`config.mk`:
```
export PLATFORM = sky130hd
export DESIGN_NAME = vclk_tap_tree
export DESIGN_NICKNAME = d
export VERILOG_FILES = /design/src/rtl/vclk_pkg.sv /design/src/rtl/vclk_main_div.sv /design/src/rtl/vclk_tap_gen.sv /design/src/rtl/vclk_cons_gate.sv /design/src/rtl/vclk_tap_tree.sv
export SDC_FILE = /design/constraint.sdc
export NUM_CORES = 1
export LEC_CHECK = 0
export ABC_AREA = 1
export BUFFER_PORTS_ARGS = -buffer_cell sky130_fd_sc_hd__buf_2
export CAP_MARGIN = 20
export CORE_MARGIN = 2
export CORE_UTILIZATION = 50
export DETAILED_ROUTE_END_ITERATION = 10
export PLACE_DENSITY = 0.8
export SLEW_MARGIN = 20
export SYNTH_ARGS = -nofsm -noshare
export SYNTH_HDL_FRONTEND = slang
export SYNTH_SLANG_ARGS = --single-unit
```
`constraint.sdc`:
```
create_clock -name clk -period 2.6 [get_ports clk]
set_input_delay 0.39 -clock clk [delete_from_list [all_inputs] [get_ports clk]]
set_output_delay 0.39 -clock clk [all_outputs]
set_load 0.01 [all_outputs]
```
`src/rtl/vclk_pkg.sv`:
```
package vclk_pkg;

    localparam int NUM_TAPS  = 5;
    localparam int NUM_CONS  = 3;
    localparam int SEL_W     = 4;

    typedef enum logic [SEL_W-1:0] {
        TAP_D1  = 4'd0,
        TAP_D2  = 4'd1,
        TAP_D4  = 4'd2,
        TAP_D6  = 4'd3,
        TAP_D12 = 4'd4
    } tap_sel_e;

    typedef struct packed {
        logic [SEL_W-1:0] sel;
        logic             en;
    } cons_cfg_t;

    // Division ratio of tap number idx relative to the divided train.
    function automatic int tap_ratio(input int idx);
        case (idx)
            0:       return 1;
            1:       return 2;
            2:       return 4;
            3:       return 6;
            default: return 12;
        endcase
    endfunction

endpackage

```
`src/rtl/vclk_main_div.sv`:
```
module vclk_main_div
    import vclk_pkg::*;
#(
    parameter int SRC_W = 3,
    parameter int DIV_W = 8
) (
    input  logic                  clk,
    input  logic                  rst,
    input  logic [(1<<SRC_W)-1:0] src_tick_i,
    input  logic [SRC_W-1:0]      src_sel_i,
    input  logic                  glb_en_i,
    input  logic                  soft_rst_i,
    input  logic                  div_en_i,
    input  logic                  div_rst_i,
    input  logic [DIV_W-1:0]      ratio_m1_i,
    output logic                  div_tick_o,
    output logic                  run_o
);

    logic             in_tick;
    logic [DIV_W-1:0] cnt_q;
    logic             at_end;

    assign run_o   = glb_en_i && !soft_rst_i && div_en_i && !div_rst_i;
    assign in_tick = src_tick_i[src_sel_i];
    assign at_end  = (cnt_q >= ratio_m1_i);
    assign div_tick_o = run_o && in_tick && at_end;

    always_ff @(posedge clk) begin
        if (rst || !run_o) begin
            cnt_q <= '0;
        end else if (in_tick) begin
            cnt_q <= at_end ? '0 : cnt_q + 1'b1;
        end
    end

    // a stopped divider sits at zero on the next cycle
    a_r2_idle_zero: assert property (@(posedge clk) disable iff (rst)
        !run_o |=> (cnt_q == '0));

    // every divided pulse restarts the count
    a_r1_wrap_after_tick: assert property (@(posedge clk) disable iff (rst)
        div_tick_o |=> (cnt_q == '0));

endmodule

```
`src/rtl/vclk_tap_gen.sv`:
```
module vclk_tap_gen
    import vclk_pkg::*;
(
    input  logic                clk,
    input  logic                rst,
    input  logic                clr_i,
    input  logic                div_tick_i,
    input  logic [NUM_TAPS-1:0] gate_i,
    output logic [NUM_TAPS-1:0] tap_o
);

    logic [NUM_TAPS-1:0] raw;

    for (genvar k = 0; k < NUM_TAPS; k++) begin : g_tap
        localparam int R = tap_ratio(k);
        if (R == 1) begin : g_pass
            assign raw[k] = div_tick_i;
        end else begin : g_mod
            localparam int W = $clog2(R);
            logic [W-1:0] c_q;
            always_ff @(posedge clk) begin
                if (rst || clr_i) begin
                    c_q <= '0;
                end else if (div_tick_i) begin
                    c_q <= (c_q == W'(R - 1)) ? '0 : c_q + 1'b1;
                end
            end
            assign raw[k] = div_tick_i && (c_q == '0);
        end
        assign tap_o[k] = raw[k] && gate_i[k];
    end

    // the slowest tap only fires where every faster tap fires as well
    a_r3_tap_nesting: assert property (@(posedge clk) disable iff (rst)
        raw[4] |-> (raw[3] && raw[2] && raw[1] && raw[0]));

    // the /6 tap coincides with the /2 tap
    a_r3_six_on_two: assert property (@(posedge clk) disable iff (rst)
        raw[3] |-> raw[1]);

endmodule

```
`src/rtl/vclk_cons_gate.sv`:
```
module vclk_cons_gate
    import vclk_pkg::*;
(
    input  logic                clk,
    input  logic                rst,
    input  logic [NUM_TAPS-1:0] taps_i,
    input  cons_cfg_t           cfg_i,
    output logic                out_o
);

    logic pick;

    always_comb begin
        pick = 1'b0;
        for (int k = 0; k < NUM_TAPS; k++) begin
            if (cfg_i.sel == SEL_W'(k)) pick = taps_i[k];
        end
    end

    always_ff @(posedge clk) begin
        if (rst) out_o <= 1'b0;
        else     out_o <= pick && cfg_i.en;
    end

    // codes beyond the last tap give no pulse
    a_r5_bad_code_low: assert property (@(posedge clk) disable iff (rst)
        (cfg_i.sel >= SEL_W'(NUM_TAPS)) |=> !out_o);

    // a closed consumer gate gives no pulse
    a_r6_gate_low: assert property (@(posedge clk) disable iff (rst)
        !cfg_i.en |=> !out_o);

endmodule

```
`src/rtl/vclk_tap_tree.sv`:
```
module vclk_tap_tree
    import vclk_pkg::*;
#(
    parameter int SRC_W = 3,
    parameter int DIV_W = 8
) (
    input  logic                  clk,
    input  logic                  rst,
    input  logic [(1<<SRC_W)-1:0] src_tick_i,
    input  logic [SRC_W-1:0]      src_sel_i,
    input  logic                  glb_en_i,
    input  logic                  soft_rst_i,
    input  logic [DIV_W-1:0]      div_ratio_m1_i,
    input  logic                  div_en_i,
    input  logic                  div_rst_i,
    input  logic [NUM_TAPS-1:0]   tap_gate_i,
    input  logic [SEL_W-1:0]      hdmi_sel_i,
    input  logic                  hdmi_en_i,
    input  logic [SEL_W-1:0]      encp_sel_i,
    input  logic                  encp_en_i,
    input  logic [SEL_W-1:0]      enci_sel_i,
    input  logic                  enci_en_i,
    output logic                  hdmi_pix_o,
    output logic                  encp_clk_o,
    output logic                  enci_clk_o
);

    logic                div_tick;
    logic                run;
    logic [NUM_TAPS-1:0] taps;
    cons_cfg_t           cfg  [NUM_CONS];
    logic [NUM_CONS-1:0] outs;

    vclk_main_div #(.SRC_W(SRC_W), .DIV_W(DIV_W)) u_div (
        .clk        (clk),
        .rst        (rst),
        .src_tick_i (src_tick_i),
        .src_sel_i  (src_sel_i),
        .glb_en_i   (glb_en_i),
        .soft_rst_i (soft_rst_i),
        .div_en_i   (div_en_i),
        .div_rst_i  (div_rst_i),
        .ratio_m1_i (div_ratio_m1_i),
        .div_tick_o (div_tick),
        .run_o      (run)
    );

    vclk_tap_gen u_taps (
        .clk        (clk),
        .rst        (rst),
        .clr_i      (!run),
        .div_tick_i (div_tick),
        .gate_i     (tap_gate_i),
        .tap_o      (taps)
    );

    assign cfg[0] = '{sel: hdmi_sel_i, en: hdmi_en_i};
    assign cfg[1] = '{sel: encp_sel_i, en: encp_en_i};
    assign cfg[2] = '{sel: enci_sel_i, en: enci_en_i};

    for (genvar c = 0; c < NUM_CONS; c++) begin : g_cons
        vclk_cons_gate u_gate (
            .clk    (clk),
            .rst    (rst),
            .taps_i (taps),
            .cfg_i  (cfg[c]),
            .out_o  (outs[c])
        );
    end

    assign hdmi_pix_o = outs[0];
    assign encp_clk_o = outs[1];
    assign enci_clk_o = outs[2];

    // global enable off silences every consumer
    a_r7_global_off: assert property (@(posedge clk) disable iff (rst)
        !glb_en_i |=> (outs == '0));

    // a disabled or reset divider silences every consumer
    a_r2_div_stopped: assert property (@(posedge clk) disable iff (rst)
        (!div_en_i || div_rst_i) |=> (outs == '0));

    // soft reset silences every consumer
    a_r8_soft_hold: assert property (@(posedge clk) disable iff (rst)
        soft_rst_i |=> (outs == '0));

endmodule

```
### Word-level counts from Yosys, hierarchy flattened

Cells that the tools add are included.

| storage, ports and cells | value |
|---|---|
| bits in registers | 21 |
| input port bits | 45 |
| output and inout port bits | 3 |
| word-level logic and storage cells | 80 |

| cells by class | value |
|---|---|
| add/subtract/negate cells | 5 |
| $lt $le $gt $ge | 2 |
| equality and inequality tests | 15 |
| muxes and demuxes | 22 |
| bitwise logic cells | 1 |
| reduce and logical (&&, ||, !) cells | 27 |

Operator list:

| cell | count |
|---|---|
| equality test 4 x 2 -> 1 bit, second input constant | 6 |
| logical AND 1 bit | 17 |
| two-way mux 1 bit | 17 |
| zero test 4 bit | 4 |
| equality test 4 x 1 -> 1 bit, second input constant | 3 |
| equality test 4 x 3 -> 1 bit, second input constant | 3 |
| adder 8 x 1 -> 8 bit, second input constant | 1 |
| greater-or-equal comparator 8 bit | 1 |
| two-way mux 8 bit | 1 |
| adder 4 x 1 -> 4 bit, second input constant | 1 |
| equality test 4 bit, second input constant | 1 |
| less-than comparator 3 x 4 -> 1 bit, second input constant | 1 |
| two-way mux 4 bit | 1 |
| adder 3 x 1 -> 3 bit, second input constant | 1 |
| binary-select mux 1 bit (select 3 bit) | 1 |
| equality test 3 bit, second input constant | 1 |
| zero test 1 bit | 3 |
| zero test 3 bit | 1 |
| two-way mux 3 bit | 1 |
| adder 2 x 1 -> 2 bit, second input constant | 1 |
| equality test 2 bit, second input constant | 1 |
| zero test 2 bit | 1 |
| two-way mux 2 bit | 1 |
| adder 1 bit, second input constant | 1 |
| other kinds (2) | 2 |

### Longest topological paths before layout

| logic depth | value |
|---|---|
| word-level depth | 13 |
| gate-level depth with buffers | 16 |
| gate-level depth less buffers | 15 |

### Cells and area by module

Synthesis repeated with hierarchy kept, for this count alone.

| unflattened totals | value |
|---|---|
| cells, all modules | 266 |
| area total of the unflattened synthesis | 1605.3 um2 |

Modules (own cells, without submodules):

| module | times used | cells an instance | area each (um2) | sequential area each (um2) |
|---|---|---|---|---|
| vclk_main_div | 1 | 135 | 792.0 | 160.2 |
| vclk_tap_gen | 1 | 70 | 505.5 | 200.2 |
| vclk_cons_gate | 3 | 20 | 101.3 | 20.0 |
| vclk_tap_tree | 1 | 1 | 3.8 | 0.0 |

### Worst setup path after synthesis

No wires, ideal clock.

| path | value |
|---|---|
| path type | input -> register |
| start point | input port div_ratio_m1_i[7] |
| end point | register u_div.cnt_q[4] |
| library setup time | 0.058 ns |
| arrival time | 1.715 ns |
| data required time | 2.542 ns |
| slack | 0.827 ns |
| stages | 9 |
| path buffers | 0 |
| path through | inv_1 -> ha_1 -> a21o_1 -> nor2_1 -> nand3_1 -> a21oi_2 -> inv_2 -> a21oi_1 -> o21a_1 |

| on the way | value |
|---|---|
| cells in the longest elaborated chain, start to end | 2 |

RTL lines:

| what | line | source |
|---|---|---|
| start, declared | vclk_tap_tree.sv:13 | `input logic [DIV_W-1:0] div_ratio_m1_i,` |
| greater-or-equal comparator 8 bit | vclk_main_div.sv:26 | `assign at_end = (cnt_q >= ratio_m1_i);` |
| two-way mux 8 bit | vclk_main_div.sv:33 | `cnt_q <= at_end ? '0 : cnt_q + 1'b1;` |
| end signal, assigned | vclk_main_div.sv:33 |  |
| end, declared | vclk_main_div.sv:21 | `logic [DIV_W-1:0] cnt_q;` |

No other way between the ends.
A chain may end at the register's enable or synchronous reset.

### Final worst setup path

| path | value |
|---|---|
| start point | register u_div.cnt_q[5] |
| end point | register u_div.cnt_q[4] |

| on the way | value |
|---|---|
| cells in the longest elaborated chain, start to end | 2 |

RTL lines:

| what | line |
|---|---|
| greater-or-equal comparator 8 bit | vclk_main_div.sv:26 |
| two-way mux 8 bit | vclk_main_div.sv:33 |

No other way between the ends.

==> results.sh <==
export IMPL_min_path_type="primary input to flop"
export IMPL_insertion_delay_ps=310
export IMPL_place_detailed_hpwl_mm=2.748
export IMPL_power_density_nw_per_um2=301.3
export IMPL_nNetsFinal=359
export IMPL_endpoint_kind="flop"
export IMPL_internal_power_uw=428.4
export IMPL_critPathKind="flop to flop"
export IMPL_drc=0
export IMPL_yosys_top_cells_area="dfxtp_1, nand2_1, inv_1, ha_1, nand3_1"
export IMPL_drtIter0Drc=42
export IMPL_placed_cell_area_um2=1931
export IMPL_die_w_um=61.48
export IMPL_fp_dieArea_um2=3779
export IMPL_period_share_pct=73.26
export IMPL_p_clk_share_pct=26.8
export IMPL_status="completed"
export IMPL_grt_max_degree=13
export IMPL_syn_instance_count=250
export IMPL_slew_violations=0
export IMPL_synth_seq_cells=21
export IMPL_maxCapViolations=0
export IMPL_synth_top_area_cell="dfxtp_1"
export IMPL_skew_ps=5.460
export IMPL_synth_top_family_by_area="simple AND/OR/NAND/NOR gates"
export IMPL_power_leakage_uw=0.001035
export IMPL_cp_arrival_ps=2170
export IMPL_stdcell_count=344
export IMPL_clockBufferDepth=2
export IMPL_antenna_left=0
export IMPL_switching_power_uw=161.6
export IMPL_synth_xor_xnor_area_share_pct=0.5303
export IMPL_grt_pass1_wl_mm=5.582
export IMPL_worst_setup_path_start_kind="flop"
export IMPL_io_pins=48
export IMPL_postSynthAreaPerCell_um2=6.606
export IMPL_rows=20
export IMPL_cts_buffers=3
export IMPL_synth_fp_nets=308
export IMPL_num_vias=1612
export IMPL_seq_area_frac_synth_pct=25.45
export IMPL_async_flop_share_pct=0
export IMPL_grt_usage_pct=19.32
export IMPL_setup_viol=0
export IMPL_synthesis_area_um2=1652
export IMPL_synth_top_area_share_pct=25.45
export IMPL_min_period_ps=1905
export IMPL_drive_above_1_share_pct=25.33
export IMPL_antenna_found_initial=0
export IMPL_htree_levels=1
export IMPL_cts_resized_gates=0
export IMPL_cp_top_family="compound AO/OA/AOI/OAI gates"
export IMPL_post_cts_setup_buffers=0
export IMPL_synth_simple_gate_area_share_pct=38.26
export IMPL_p_comb_share_pct=18.4
export IMPL_cts_tree="yes"
export IMPL_slowest_delay_ps=420
export IMPL_overflow=0
export IMPL_yosys_cell_count_top_type="nand2_1"
export IMPL_cts_root_buf="clkbuf_4"
export IMPL_holdBufCountCts=0
export IMPL_reg2reg_from="u_div.cnt_q[5]$_SDFFE_PP0P_"
export IMPL_worst_pin_slew_ps=446.6
export IMPL_antenna_cells=0
export IMPL_ys_types=31
export IMPL_wl_per_cell_um=9.244
export IMPL_slew_limit_headroom_pct=69.95
export IMPL_dp_cells=340
export IMPL_cts_clk_slew_worst_paths_ps=120
export IMPL_path_max_fanout=6
export IMPL_final_area_um2=1958
export IMPL_cp_cell_sequence="ha_1 -> a21oi_1 -> nor2_1 -> nor2_1 -> nand3_1 -> a21oi_2 -> inv_2 -> a21oi_1 -> o21a_1"
export IMPL_core_um2=3103
export IMPL_vias_per_cell=4.686
export IMPL_swShare_pct=27.39
export IMPL_min_from="hdmi_en_i"
export IMPL_cp_required_ps=2870
export IMPL_synth_fa_ha_area_share_pct=9.848
export IMPL_place_congestion=0.8383
export IMPL_ys_flop_type="dfxtp_1"
export IMPL_cts_sinks=21
export IMPL_syn2layout_area_growth_pct=18.56
export IMPL_die_h_um=61.48
export IMPL_firstDrtPassIters=5
export IMPL_fmax_ghz=0.5250
export IMPL_rsz0062_at_grt="no"
export IMPL_synth_compound_area_share_pct=12.05
export IMPL_r2r_slack_ps=700
export IMPL_worstSetupStartpoint="u_div.cnt_q[5]$_SDFFE_PP0P_"
export IMPL_p_seq_share_pct=54.8
export IMPL_io_buffers=47
export IMPL_critical_path_buf_inv_count=1
export IMPL_wl_mm=3.180
export IMPL_crit_slowest_cell="dfxtp_1"
export IMPL_ir_worst_vdd_mv=0.1400
export IMPL_finalHoldViolations=0
export IMPL_utilization_pct=63.10
export IMPL_synthTopCellsByCount="nand2_1, inv_1, nor2_1, nand3_1, dfxtp_1"
export IMPL_start_util_pct=53.23
export IMPL_grt_pass1_vias=1399
export IMPL_synth_edf_count=0
export IMPL_yosysWarnings=0
export IMPL_setup_tns_final_ps=0
export IMPL_synthMuxAreaShare_pct=0
==> placed cells by master, fill, tap and decap left out, drive strengths merged, types with 2 or more instances in the layout <==
master / synthesis / final
o21a: 3 / 3
buf: 1 / 47
nand2: 54 / 54
clkinv: 1 / 2
o21ai: 6 / 6
nand3: 29 / 29
nand4: 5 / 5
dfxtp: 21 / 21
nor4: 2 / 2
inv: 57 / 57
a211oi: 5 / 5
ha: 13 / 13
nor2: 31 / 31
clkbuf: 0 / 3
a21oi: 14 / 14
==> state kept, by name (all words and copies together) (netlist names) <==
signal and flops:
u_taps.g_tap.g_mod.c_q 10, u_div.cnt_q 8, g_cons.u_gate.out_o 3
==> path summary, 6_finish.rpt <==
| check | depth (start not counted) | to |
|---|---|---|
| worst max-delay path | 9 | u_div.cnt_q[4]$_SDFFE_PP0P_ |
| worst min-delay path | 3 | g_cons[0].u_gate.out_o$_SDFF_PP0_ |
| worst max register to register | 9 | u_div.cnt_q[4]$_SDFFE_PP0P_ |
| worst min register to register | 2 | u_div.cnt_q[0]$_SDFFE_PP0P_ |
==> layer usage <==
layer  routed length, um  part of all wire, %  GRT usage [%]  up-vias
li1                    -                    -              -      894
met1                1513                   48          24.81      671
met2                1471                   46          32.98       42
met3                 139                  4.4          2.521        5
met4                  55                  1.7          7.295        0
met5                   0                    0              0        -
==> power groups by stage <==
stage	clock network [uW]	logic, uW	registers, uW
global placement	0	107	331
detailed placement	0	109	331
floorplan	0	58.1	331
finish	158	109	324
global route	179	124	324
CTS	164	110	324
==> layout make-up <==
| type | count | area (um2) |
|---|---|---|
| Sequential cell | 21 | 420.4 |
| Clock buffer | 3 | 22.52 |
| Clock inverter | 1 | 5.005 |
| Inverter | 58 | 217.7 |
| Timing Repair Buffer | 47 | 235.2 |
| Fill cell | 331 | 1145 |
| Multi-Input combinational cell | 170 | 1002 |
| Tap cell | 44 | 55.05 |
==> worst register-to-register path, delay by kind of cell (launching register included) <==
family | cells | cell delay [ps]
flip-flops | 1 | 420
adder cells (fa/ha/maj) | 1 | 270
AO/OA/AOI/OAI | 4 | 630
AND/OR/NAND/NOR | 3 | 440
buffers and inverters | 1 | 100
==> metrics by stage <==
step	power, uW	worst slack (ps)	hold WS (ps)
after floorplan	389.5	826.7	456.6
after global placement	438.1	565.9	475.6
after detailed placement	440.3	543.3	479.4
after CTS	597.0	684.3	321.2
after global routing	627.6	489.4	313.9
final	590.0	695.2	329.3
==> cells by family (layout without fill, tap and decap cells) <==
kind of cell | Yosys count | after routing
XOR/XNOR | 1 | 1
AO/OA/AOI/OAI | 31 | 31
AND/OR/NAND/NOR | 125 | 125
adder cells (fa/ha/maj) | 13 | 13
flip-flops | 21 | 21
buffers and inverters | 59 | 109
No activity file was read; power rests on OpenSTA's default activity.
